`src/rtl/ctrlPortPkg.sv`:
```
package ctrlPortPkg;

  typedef enum logic [3:0] {
    ST_IDLE,
    ST_ADDR,
    ST_ADDR_ACK,
    ST_MAP,
    ST_MAP_ACK,
    ST_WDATA,
    ST_WDATA_ACK,
    ST_RDATA,
    ST_RACK,
    ST_IGNORE
  } portState_t;

  // strobes from control to datapath
  typedef struct packed {
    logic loadMap;
    logic writeByte;
    logic advance;
  } dpCtrl_t;

  localparam logic [5:0] DEV_PREFIX = 6'b001100;

endpackage

```
`src/rtl/syncBit.sv`:
```
module syncBit #(
  parameter int STAGES = 2,
  parameter logic RESET_VAL = 1'b0
) (
  input  logic clk,
  input  logic rstN,
  input  logic d,
  output logic q
);
  logic [STAGES-1:0] chain;

  always_ff @(posedge clk or negedge rstN) begin
    if (!rstN) chain <= {STAGES{RESET_VAL}};
    else       chain <= {chain[STAGES-2:0], d};
  end

  assign q = chain[STAGES-1];
endmodule

```
`src/rtl/i2cCtrl.sv`:
```
module i2cCtrl
  import ctrlPortPkg::*;
#(
  parameter int SYNC_STAGES = 2
) (
  input  logic       clk,
  input  logic       rstN,
  input  logic       sclIn,
  input  logic       sdaIn,
  input  logic       strapIn,
  input  logic [7:0] curByte,
  output dpCtrl_t    dpCtrl,
  output logic [7:0] rxByte,
  output logic       sdaOe,
  output logic       spiMode,
  output logic       sclLevel
);
  logic sclS, sdaS, strapS;
  logic sclP, sdaP, strapP;

  syncBit #(.STAGES(SYNC_STAGES), .RESET_VAL(1'b1)) sclSyncI (
    .clk(clk), .rstN(rstN), .d(sclIn), .q(sclS));
  syncBit #(.STAGES(SYNC_STAGES), .RESET_VAL(1'b1)) sdaSyncI (
    .clk(clk), .rstN(rstN), .d(sdaIn), .q(sdaS));
  syncBit #(.STAGES(SYNC_STAGES), .RESET_VAL(1'b0)) strapSyncI (
    .clk(clk), .rstN(rstN), .d(strapIn), .q(strapS));

  always_ff @(posedge clk or negedge rstN) begin
    if (!rstN) begin
      sclP   <= 1'b1;
      sdaP   <= 1'b1;
      strapP <= 1'b0;
    end else begin
      sclP   <= sclS;
      sdaP   <= sdaS;
      strapP <= strapS;
    end
  end

  logic sclRise, sclFall, startEv, stopEv, strapFall;
  assign sclRise   = sclS & ~sclP;
  assign sclFall   = ~sclS & sclP;
  assign startEv   = sclS & sclP & sdaP & ~sdaS;
  assign stopEv    = sclS & sclP & ~sdaP & sdaS;
  assign strapFall = strapP & ~strapS;

  // sticky mode latch
  logic spiModeR;
  always_ff @(posedge clk or negedge rstN) begin
    if (!rstN)          spiModeR <= 1'b0;
    else if (strapFall) spiModeR <= 1'b1;
  end

  portState_t state, stateN;
  logic [3:0] bitCnt, bitCntN;
  logic [7:0] rxShift, rxN;
  logic [7:0] txShift, txN;
  logic       oeR, oeN;
  logic       ackSeen, ackN;
  dpCtrl_t    dpN;

  always_comb begin
    stateN  = state;
    bitCntN = bitCnt;
    rxN     = rxShift;
    txN     = txShift;
    oeN     = oeR;
    ackN    = ackSeen;
    dpN     = '0;
    if (spiModeR) begin
      stateN = ST_IDLE;
      oeN    = 1'b0;
    end else if (startEv) begin
      stateN  = ST_ADDR;
      bitCntN = '0;
      oeN     = 1'b0;
    end else if (stopEv) begin
      stateN = ST_IDLE;
      oeN    = 1'b0;
    end else begin
      case (state)
        ST_ADDR, ST_MAP, ST_WDATA: begin
          if (sclRise && bitCnt != 4'd8) begin
            rxN     = {rxShift[6:0], sdaS};
            bitCntN = 4'(bitCnt + 4'd1);
          end else if (sclFall && bitCnt == 4'd8) begin
            bitCntN = '0;
            if (state == ST_ADDR) begin
              if (rxShift[7:1] == {DEV_PREFIX, strapS}) begin
                oeN    = 1'b1;
                stateN = ST_ADDR_ACK;
              end else begin
                stateN = ST_IGNORE;
              end
            end else if (state == ST_MAP) begin
              oeN         = 1'b1;
              dpN.loadMap = 1'b1;
              stateN      = ST_MAP_ACK;
            end else begin
              oeN    = 1'b1;
              stateN = ST_WDATA_ACK;
            end
          end
        end
        ST_ADDR_ACK: begin
          if (sclFall) begin
            if (rxShift[0]) begin
              txN     = curByte;
              oeN     = ~curByte[7];
              bitCntN = '0;
              stateN  = ST_RDATA;
            end else begin
              oeN    = 1'b0;
              stateN = ST_MAP;
            end
          end
        end
        ST_MAP_ACK: begin
          if (sclFall) begin
            oeN    = 1'b0;
            stateN = ST_WDATA;
          end
        end
        ST_WDATA_ACK: begin
          if (sclFall) begin
            oeN           = 1'b0;
            dpN.writeByte = 1'b1;
            stateN        = ST_WDATA;
          end
        end
        ST_RDATA: begin
          if (sclFall) begin
            if (bitCnt != 4'd7) begin
              bitCntN = 4'(bitCnt + 4'd1);
              txN     = {txShift[6:0], 1'b0};
              oeN     = ~txShift[6];
            end else begin
              oeN         = 1'b0;
              dpN.advance = 1'b1;
              stateN      = ST_RACK;
            end
          end
        end
        ST_RACK: begin
          if (sclRise) begin
            ackN = ~sdaS;
          end else if (sclFall) begin
            if (ackSeen) begin
              txN     = curByte;
              oeN     = ~curByte[7];
              bitCntN = '0;
              stateN  = ST_RDATA;
            end else begin
              stateN = ST_IGNORE;
            end
          end
        end
        default: ;
      endcase
    end
  end

  always_ff @(posedge clk or negedge rstN) begin
    if (!rstN) begin
      state   <= ST_IDLE;
      bitCnt  <= '0;
      rxShift <= '0;
      txShift <= '0;
      oeR     <= 1'b0;
      ackSeen <= 1'b0;
    end else begin
      state   <= stateN;
      bitCnt  <= bitCntN;
      rxShift <= rxN;
      txShift <= txN;
      oeR     <= oeN;
      ackSeen <= ackN;
    end
  end

  assign dpCtrl   = dpN;
  assign rxByte   = rxShift;
  assign sdaOe    = oeR;
  assign spiMode  = spiModeR;
  assign sclLevel = sclS;
endmodule

```
`src/rtl/regDatapath.sv`:
```
module regDatapath
  import ctrlPortPkg::*;
#(
  parameter int NUM_REGS = 8
) (
  input  logic                  clk,
  input  logic                  rstN,
  input  dpCtrl_t               dpCtrl,
  input  logic [7:0]            rxByte,
  output logic [7:0]            curByte,
  output logic                  wrStb,
  output logic [6:0]            wrAddr,
  output logic [7:0]            wrData,
  output logic [NUM_REGS*8-1:0] regFlat
);
  localparam int IDXW = $clog2(NUM_REGS);
  localparam logic [6:0] LAST_IDX = 7'(NUM_REGS - 1);

  logic [6:0] mapPtr;
  logic       incr;
  logic [6:0] nextPtr;
  logic [7:0] regs [NUM_REGS];

  assign nextPtr = (mapPtr >= LAST_IDX) ? 7'd0 : 7'(mapPtr + 7'd1);

  always_ff @(posedge clk or negedge rstN) begin
    if (!rstN) begin
      mapPtr <= '0;
      incr   <= 1'b0;
      wrStb  <= 1'b0;
      wrAddr <= '0;
      wrData <= '0;
    end else begin
      wrStb <= dpCtrl.writeByte;
      if (dpCtrl.writeByte) begin
        wrAddr <= mapPtr;
        wrData <= rxByte;
      end
      if (dpCtrl.loadMap) begin
        incr   <= rxByte[7];
        mapPtr <= rxByte[6:0];
      end else if ((dpCtrl.writeByte || dpCtrl.advance) && incr) begin
        mapPtr <= nextPtr;
      end
    end
  end

  for (genvar g = 0; g < NUM_REGS; g++) begin : g_reg
    always_ff @(posedge clk or negedge rstN) begin
      if (!rstN) regs[g] <= '0;
      else if (dpCtrl.writeByte && mapPtr == 7'(g)) regs[g] <= rxByte;
    end
    assign regFlat[g*8 +: 8] = regs[g];
  end

  assign curByte = (mapPtr <= LAST_IDX) ? regs[mapPtr[IDXW-1:0]] : 8'h00;
endmodule

```
`src/rtl/ctrlPortSlave.sv`:
```
module ctrlPortSlave
  import ctrlPortPkg::*;
#(
  parameter int NUM_REGS    = 8,
  parameter int SYNC_STAGES = 2
) (
  input  logic                  clk,
  input  logic                  rstN,
  input  logic                  sclIn,
  input  logic                  sdaIn,
  input  logic                  strapIn,
  output logic                  sdaOe,
  output logic                  spiMode,
  output logic                  wrStb,
  output logic [6:0]            wrAddr,
  output logic [7:0]            wrData,
  output logic [NUM_REGS*8-1:0] regFlat
);
  dpCtrl_t    dpCtrl;
  logic [7:0] rxByte;
  logic [7:0] curByte;
  logic       sclSync;

  i2cCtrl #(.SYNC_STAGES(SYNC_STAGES)) ctrlI (
    .clk(clk), .rstN(rstN), .sclIn(sclIn), .sdaIn(sdaIn), .strapIn(strapIn),
    .curByte(curByte), .dpCtrl(dpCtrl), .rxByte(rxByte), .sdaOe(sdaOe),
    .spiMode(spiMode), .sclLevel(sclSync));

  regDatapath #(.NUM_REGS(NUM_REGS)) dpI (
    .clk(clk), .rstN(rstN), .dpCtrl(dpCtrl), .rxByte(rxByte),
    .curByte(curByte), .wrStb(wrStb), .wrAddr(wrAddr), .wrData(wrData),
    .regFlat(regFlat));
endmodule

```
`config.mk`:
```
export PLATFORM = sky130hd
export DESIGN_NAME = ctrlPortSlave
export DESIGN_NICKNAME = d
export VERILOG_FILES = /design/src/rtl/ctrlPortPkg.sv /design/src/rtl/syncBit.sv /design/src/rtl/i2cCtrl.sv /design/src/rtl/regDatapath.sv /design/src/rtl/ctrlPortSlave.sv
export SDC_FILE = /design/constraint.sdc
export NUM_CORES = 1
export LEC_CHECK = 0
export ABC_AREA = 1
export CAP_MARGIN = 15
export CORE_ASPECT_RATIO = 0.75
export CORE_UTILIZATION = 30
export CTS_BUF_LIST = sky130_fd_sc_hd__clkbuf_8
export CTS_CLUSTER_DIAMETER = 50
export DETAILED_ROUTE_END_ITERATION = 10
export GPL_ROUTABILITY_DRIVEN = 0
export GPL_TIMING_DRIVEN = 0
export PLACE_DENSITY = 0.61
export SLEW_MARGIN = 20
export SYNTH_ARGS = -nofsm -noshare
export SYNTH_HDL_FRONTEND = slang
export SYNTH_SLANG_ARGS = --single-unit
```
`constraint.sdc`:
```
create_clock -name clk -period 1.7 [get_ports clk]
set_input_delay 0.17 -clock clk [delete_from_list [all_inputs] [get_ports clk]]
set_output_delay 0.17 -clock clk [all_outputs]
set_load 0.02 [all_outputs]
```
==> reports/results.ini, run 1 <==
[timing]
worst_slew_pin_slew_ns = 0.8717
holdWs_ns = 0.1307
finalSetupTns_ns = -6.256
fin_crit_sh_pct = 107.9
finalHoldViolCount = 0
max-slew-margin-rel_pct = 41.89
setup_viol = 102
setup_slack_ns = -0.1335
maxSlewViolCount = 0
period_needed_ns = 1.833
rsz0062_at_grt = yes
finClkSkew_ns = 0.009298
fmax_ghz = 0.5454

[route]
final_antenna_net_count = 0
drt_first_iter_violations = 622
vias_per_cell = 5.143
wl_per_cell_um = 17.85
first_pass_iters = 5
wl_mm = 20.49
drc = 0
vias = 5904

[clock_tree]
root_buffer = clkbuf_8
h-tree-depth = 4
cts_tree = yes
numCtsBuffers = 17
clock-sinks = 123
clock_latency_ns = 0.45
path_clk_slew_ns = 0.07
cts.path.max_buffers = 2

[global_routing]
gr-usage-all-layers_pct = 20.79
grt_max_degree = 71
antenna_found_initial = 0
grt_pass1_wl_mm = 31.04
overflow = 0
grt_pass1_vias = 5606

[placement]
dp_hpwl_mm = 12.78
port_buffers = 86

[logic_synthesis]
synth_flop_cell = dfrtp_1
synth_area_per_cell_um2 = 8.091
synth_cells = 712
ys_ff_latch = 123
yosys_warnings = 0
synthArstFlopShare_pct = 100.0
yosysSeqAreaShare_pct = 53.56
syn-cell-area_um2 = 5761
synth_top_area_share_pct = 50.83
yosys.area.top_type = dfrtp_1
synth_area_leaders = dfrtp_1, nand2_1, o21ai_0
synth-edff-count = 0
syn-num-nets = 723
yosysUniqueCellTypes = 22

[worst_setup_path]
crit_path_end = dpI.regFlat[54]$_DFFE_PN0P_
worstPathCellList = nand2_4 > nor4_4 > buf_6 > buf_12 > buf_6 > nand3_4 > buf_6 > nand2_2 > o21ai_2
cp_top_family = flip-flops
cp_data_required_time_ns = 2.01
reg2reg_from = ctrlI.sclP$_DFF_PN1_
critPathBufInv = 4
ff2ff_path_depth = 9
ff2ff_setup_slack_ns = -0.13
arrival_ns = 2.14
crit_path_max_incr_delay_ns = 0.60
startpoint_type = flop
cp_num_cells = 9
critPathLaunch = ctrlI.sclP$_DFF_PN1_
path_max_fanout = 6
cp_slowest_cell = dfstp_2
endpoint_kind = flop
r2r_end = dpI.regFlat[54]$_DFFE_PN0P_
critPathKind = reg2reg
crit_path_frequent_cell = buf_6

[layout]
area_growth_pct = 53.34
final_common_cell = nand2_1
drive_above_1_share_pct = 30.97
final_cell_mix = nand2_1, dfrtp_1, o21ai_1, clkdlybuf4s50_1, nand2_2
antenna_cells = 0
num-nets-final = 900

[pwr]
finalPower_w = 0.005898
clkPwrFrac_pct = 43.8
power_frac_comb_pct = 4.8
p_leak_nw = 4.270
p_sw_w = 0.001465
p_per_area_nw_per_um2 = 667.6
internal_power_w = 0.004433
p_sw_share_pct = 24.83
irDropWorstVdd_v = 0.0005139
p_seq_share_pct = 51.4

[outcome]
violations = negative setup slack
status = complete, but fails checks

[floorplanning]
start_util_pct = 30.86
fp.dieW_um = 162.0
core_area_um2 = 18670
row_count = 43
die_height_um = 122.0
die_area_um2 = 19770
ios = 87

[worst_hold_path]
holdPathStages = 1
min_path_type = in2reg

[run]
max_cap_violations = 0

-- area by class of cell --
cell class / count / area (um^2)
buffer: 31 / 265.3
clock inverter: 12 / 125.1
sequential: 123 / 3090
multi-input combinational: 511 / 2953
fill: 1735 / 9836
timing repair buffer: 158 / 1640
clock buffer: 19 / 261.5
tap: 247 / 309.0
inverter: 47 / 188.9
-- registers in the layout (all words and copies together) (netlist names), 2 cells and up --
name,cells
dpI.regFlat,64
ctrlI.rxByte,8
dpI.wrData,8
ctrlI.txShift,7
dpI.mapPtr,7
dpI.wrAddr,7
ctrlI.bitCnt,4
ctrlI.state,4
ctrlI.sclSyncI.chain,2
ctrlI.sdaSyncI.chain,2
ctrlI.strapSyncI.chain,2
-- worst register-to-register path, delay by kind of cell (launching register included) --
family                 cells  cell delay (ns)
buffers and inverters      4             0.55
AO/OA/AOI/OAI              1             0.05
AND/OR/NAND/NOR            4             0.50
flip-flops                 1             0.60
-- stage by stage --
stage	cell area [um^2]	setup WS, ns	util [%]	instances
after floorplan	5779	-0.05779	-	712
after global placement	6949	-4.446	37.22	1045
after detailed placement	6978	-0.7331	37.38	1046
after CTS	8154	-0.1346	43.68	1124
after global routing	8833	-0.2179	47.32	1148
final	8833	-0.1335	47.32	1148
-- worst min-delay path by stage --
stage	from	end	slack (ns)
floorplan	rstN	ctrlI.ackSeen$_DFFE_PN0P_	-0.13
global placement	ctrlI.strapSyncI.chain[0]$_DFF_PN0_	ctrlI.strapSyncI.chain[1]$_DFF_PN0_	0.34
detailed placement	rstN	dpI.wrData[0]$_DFFE_PN0P_	0.23
CTS	sclIn	ctrlI.sclSyncI.chain[0]$_DFF_PN1_	0.11
global route	sclIn	ctrlI.sclSyncI.chain[0]$_DFF_PN1_	0.11
finish	sclIn	ctrlI.sclSyncI.chain[0]$_DFF_PN1_	0.13
-- power groups by stage --
stage	Clock (W)	Sequential (W)	Combinational [W]
2_1_floorplan	0	0.00306	0.0000859
3_3_place_gp	0	0.00307	0.000180
3_5_place_dp	0	0.00307	0.000193
4_1_cts	0.00261	0.00302	0.000246
5_1_grt	0.00273	0.00304	0.000317
6_report	0.00258	0.00303	0.000285
-- routing by layer --
| layer | up-vias | GRT usage (%) | wire, um |
|---|---|---|---|
| met1 | 2851 | 30.41 | 9482 |
| met4 | 0 | 7.370 | 553 |
| met3 | 47 | 4.971 | 1667 |
| met5 | - | 0 | 0 |
| met2 | 296 | 29.61 | 8785 |
| li1 | 2710 | - | - |
-- synthesized netlist by cell type, drive strengths merged, types with 2 or more instances --
cell type	number
nand4	7
nand3	59
o211ai	5
o221ai	5
buf	7
nor3	9
a21oi	4
xor2	2
o21ai	124
o22ai	4
a22oi	2
clkbuf	24
clkinv	2
inv	45
dfrtp	117
ha	6
nand2	216
nor2	65
dfstp	6
-- cells by family after synthesis --
logic type / count (synthesis) / synth area share (%)
compound gates: 145 / 13.36
xor+xnor: 2 / 0.3041
fa+ha+maj: 6 / 1.303
buf+inv: 78 / 5.995
flops: 123 / 53.56
simple gates: 358 / 25.48
-- what timing repair did --
action,CTS,global route
hold endpoints to repair,69,0
setup endpoints to repair,113,125
resized for setup,194,173
pin swaps,15,28
setup buffers,38,22
cloned,8,3
hold buffers,1,0
(Power assumes the default switching activity.)
==> inputs of run 2 (changes only) <==
--- a/config.mk
+++ b/config.mk
@@ -14,7 +14,7 @@
 export DETAILED_ROUTE_END_ITERATION = 10
 export GPL_ROUTABILITY_DRIVEN = 0
 export GPL_TIMING_DRIVEN = 0
-export PLACE_DENSITY = 0.61
+export PLACE_DENSITY = 0.59
 export SLEW_MARGIN = 20
 export SYNTH_ARGS = -nofsm -noshare
 export SYNTH_HDL_FRONTEND = slang
==> constraint.sdc (replaced) <==
create_clock -name clk -period 2.3 [get_ports clk]
set_input_delay 0.23 -clock clk [delete_from_list [all_inputs] [get_ports clk]]
set_output_delay 0.23 -clock clk [all_outputs]
set_load 0.02 [all_outputs]
==> run 2 against run 1 <==
Via count decreased by 6.9%. Cell area decreased by 16%. Largest power group unchanged. Critical path depth decreased by 2. Register-to-register slack improved by 0.24 ns. The flow now finishes without violations. Maximum frequency decreased by 16%. Clock skew increased by 0.0047 ns.
==> reports/results.ini, run 2 (same netlist as run 1, synthesis figures left out) <==
[timing]
period_needed_ns = 2.193  ; +0.3597 ns
fin_crit_sh_pct = 95.35  ; -12 points
fmax_ghz = 0.4560  ; -16%
finalSetupTns_ns = 0  ; +6.256 ns
finClkSkew_ns = 0.01397  ; +0.004674 ns
setup_slack_ns = 0.1069  ; +0.2403 ns
finalHoldViolCount = 0  ; unchanged
worst_slew_pin_slew_ns = 0.7781  ; -0.09363 ns
maxSlewViolCount = 0  ; unchanged
rsz0062_at_grt = no
max-slew-margin-rel_pct = 48.13  ; +6.2 points
setup_viol = 0  ; -100%

[floorplanning]
start_util_pct = 30.86  ; unchanged
fp.dieW_um = 162.0  ; unchanged
die_area_um2 = 19770  ; unchanged
core_area_um2 = 18670  ; unchanged
ios = 87  ; unchanged
row_count = 43  ; unchanged
die_height_um = 122.0  ; unchanged

[layout]
fillers = 1872  ; +7.9%
num-nets-final = 833  ; -7.4%
largest_reg_flops = 64  ; unchanged
area_growth_pct = 28.84
final_common_cell = nand2_1
final_util_pct = 39.76  ; -7.6 points
antenna_cells = 0  ; unchanged
final_cell_mix = nand2_1, o21ai_0, dfrtp_1, clkdlybuf4s50_1, nor2_1
drive_above_1_share_pct = 6.946  ; -24 points

[placement]
port_buffers = 86  ; unchanged
pre_cts_slack_ns = -0.1265  ; +0.6066 ns
dp_hpwl_mm = 12.92  ; +1.1%

[pwr]
p_leak_nw = 3.300  ; -23%
finalPower_w = 0.004332  ; -27%
irDropWorstVdd_v = 0.0003820  ; -26%
p_per_area_nw_per_um2 = 583.7  ; -13%

[clock_tree]
clock-sinks = 123  ; unchanged
cts_tree = yes
numCtsBuffers = 17  ; unchanged
cts.path.max_buffers = 2  ; unchanged
root_buffer = clkbuf_8
clock_latency_ns = 0.47  ; +0.02 ns
h-tree-depth = 4  ; unchanged
path_clk_slew_ns = 0.07  ; about the same

[run]
max_cap_violations = 0  ; unchanged

[worst_setup_path]
ff2ff_setup_slack_ns = 0.11  ; +0.24 ns
reg2reg_from = dpI.mapPtr[0]$_DFFE_PN0P_
path_max_fanout = 11  ; +5
endpoint_kind = flop
r2r_end = dpI.regFlat[1]$_DFFE_PN0P_
cp_data_required_time_ns = 2.60  ; +0.59 ns
startpoint_type = flop
ff2ff_path_depth = 7  ; -2
critPathKind = reg2reg
arrival_ns = 2.50  ; +0.36 ns

[worst_hold_path]
holdPathStages = 1  ; unchanged
hold_path_end = ctrlI.sclSyncI.chain[0]$_DFF_PN1_
holdCritStartpoint = sclIn
min_path_type = in2reg

[route]
vias_per_cell = 5.079  ; -1.3%
wl_mm = 18.49  ; -9.8%
drc = 0  ; unchanged
vias = 5495  ; -6.9%
first_pass_iters = 5  ; unchanged
final_antenna_net_count = 0  ; unchanged
drt_first_iter_violations = 487  ; -22%
wl_per_cell_um = 17.09  ; -4.3%

[global_routing]
gr-usage-all-layers_pct = 19.47  ; -1.3 points
grt_max_degree = 87  ; +23%
grt_pass1_vias = 4885  ; -13%
overflow = 0  ; unchanged
antenna_found_initial = 0  ; unchanged
grt_pass1_wl_mm = 28.59  ; -7.9%

[outcome]
status = finished clean

==> run 2: critical path, stage by stage, from the launching register on <==
cell and delay, ns:
dfrtp_1 0.39, clkbuf_2 0.22, clkinv_1 0.21, clkbuf_2 0.30, ha_1 0.29, nand3_1 0.31
buf_6 0.20, o21ai_0 0.10
==> run 2: per-stage QoR <==
| stage | cells | cell area [um^2] | hold WS, ns |
|---|---|---|---|
| after floorplan | 712 | 5761 | -0.06559 |
| after global placement | 1045 | 6930 | 0.3340 |
| after detailed placement | 1046 | 6963 | 0.1242 |
| after CTS | 1082 | 7396 | 0.1535 |
| after global routing | 1082 | 7422 | 0.1603 |
| final | 1082 | 7422 | 0.1715 |
==> run 2: area by class of cell <==
| cell class | instances | area, um^2 | area share (%) |
|---|---|---|---|
| Tap cell | 247 | 309.0 | 4.164 |
| Sequential cell | 123 | 3085 | 41.57 |
| Multi-Input combinational cell | 511 | 2352 | 31.69 |
| Inverter | 47 | 176.4 | 2.377 |
| Buffer | 31 | 175.2 | 2.360 |
| Clock inverter | 12 | 122.6 | 1.652 |
| Clock buffer | 20 | 275.3 | 3.709 |
| Timing Repair Buffer | 91 | 925.9 | 12.47 |
==> run 2: how the worst max path moves through the flow <==
stage,start,to,slack [ns]
final,dpI.mapPtr[0]$_DFFE_PN0P_,dpI.regFlat[1]$_DFFE_PN0P_,0.11
after global routing,dpI.mapPtr[0]$_DFFE_PN0P_,dpI.regFlat[1]$_DFFE_PN0P_,0.02
after CTS,ctrlI.sdaSyncI.chain[1]$_DFF_PN1_,ctrlI.txShift[2]$_DFFE_PN0P_,0.03
after detailed placement,dpI.mapPtr[0]$_DFFE_PN0P_,dpI.regFlat[6]$_DFFE_PN0P_,-0.13
after global placement,rstN,dpI.regFlat[6]$_DFFE_PN0P_,-3.99
after floorplan,dpI.mapPtr[0]$_DFFE_PN0P_,dpI.regFlat[22]$_DFFE_PN0P_,0.50
==> run 2: repair_timing <==
item                                   in CTS  in global routing
setup endpoints to repair                  51                 34
pin swaps                                   0                  1
hold buffers                                1                  0
resized for setup                           2                 11
setup buffers                               3                  0
endpoints found under the hold margin      37                  0
==> run 2: metal layers <==
| metal | part of all wire [%] | routed length, um | GRT usage (%) |
|---|---|---|---|
| met4 | 1.2 | 228 | 6.840 |
| met3 | 8.7 | 1611 | 4.494 |
| met5 | 0 | 0 | 0 |
| met1 | 49 | 9150 | 29.63 |
| met2 | 41 | 7495 | 26.48 |
==> run 2: where the power goes <==
| group | switching [W] | leakage (nW) | internal [W] | total (W) |
|---|---|---|---|---|
| Combinational | 0.0000990 | 1.41 | 0.0000404 | 0.000139 |
| Sequential | 0.0000320 | 1.69 | 0.00219 | 0.00223 |
| Clock | 0.000929 | 0.204 | 0.00104 | 0.00197 |
| Total | 0.00106 | 3.30 | 0.00327 | 0.00433 |
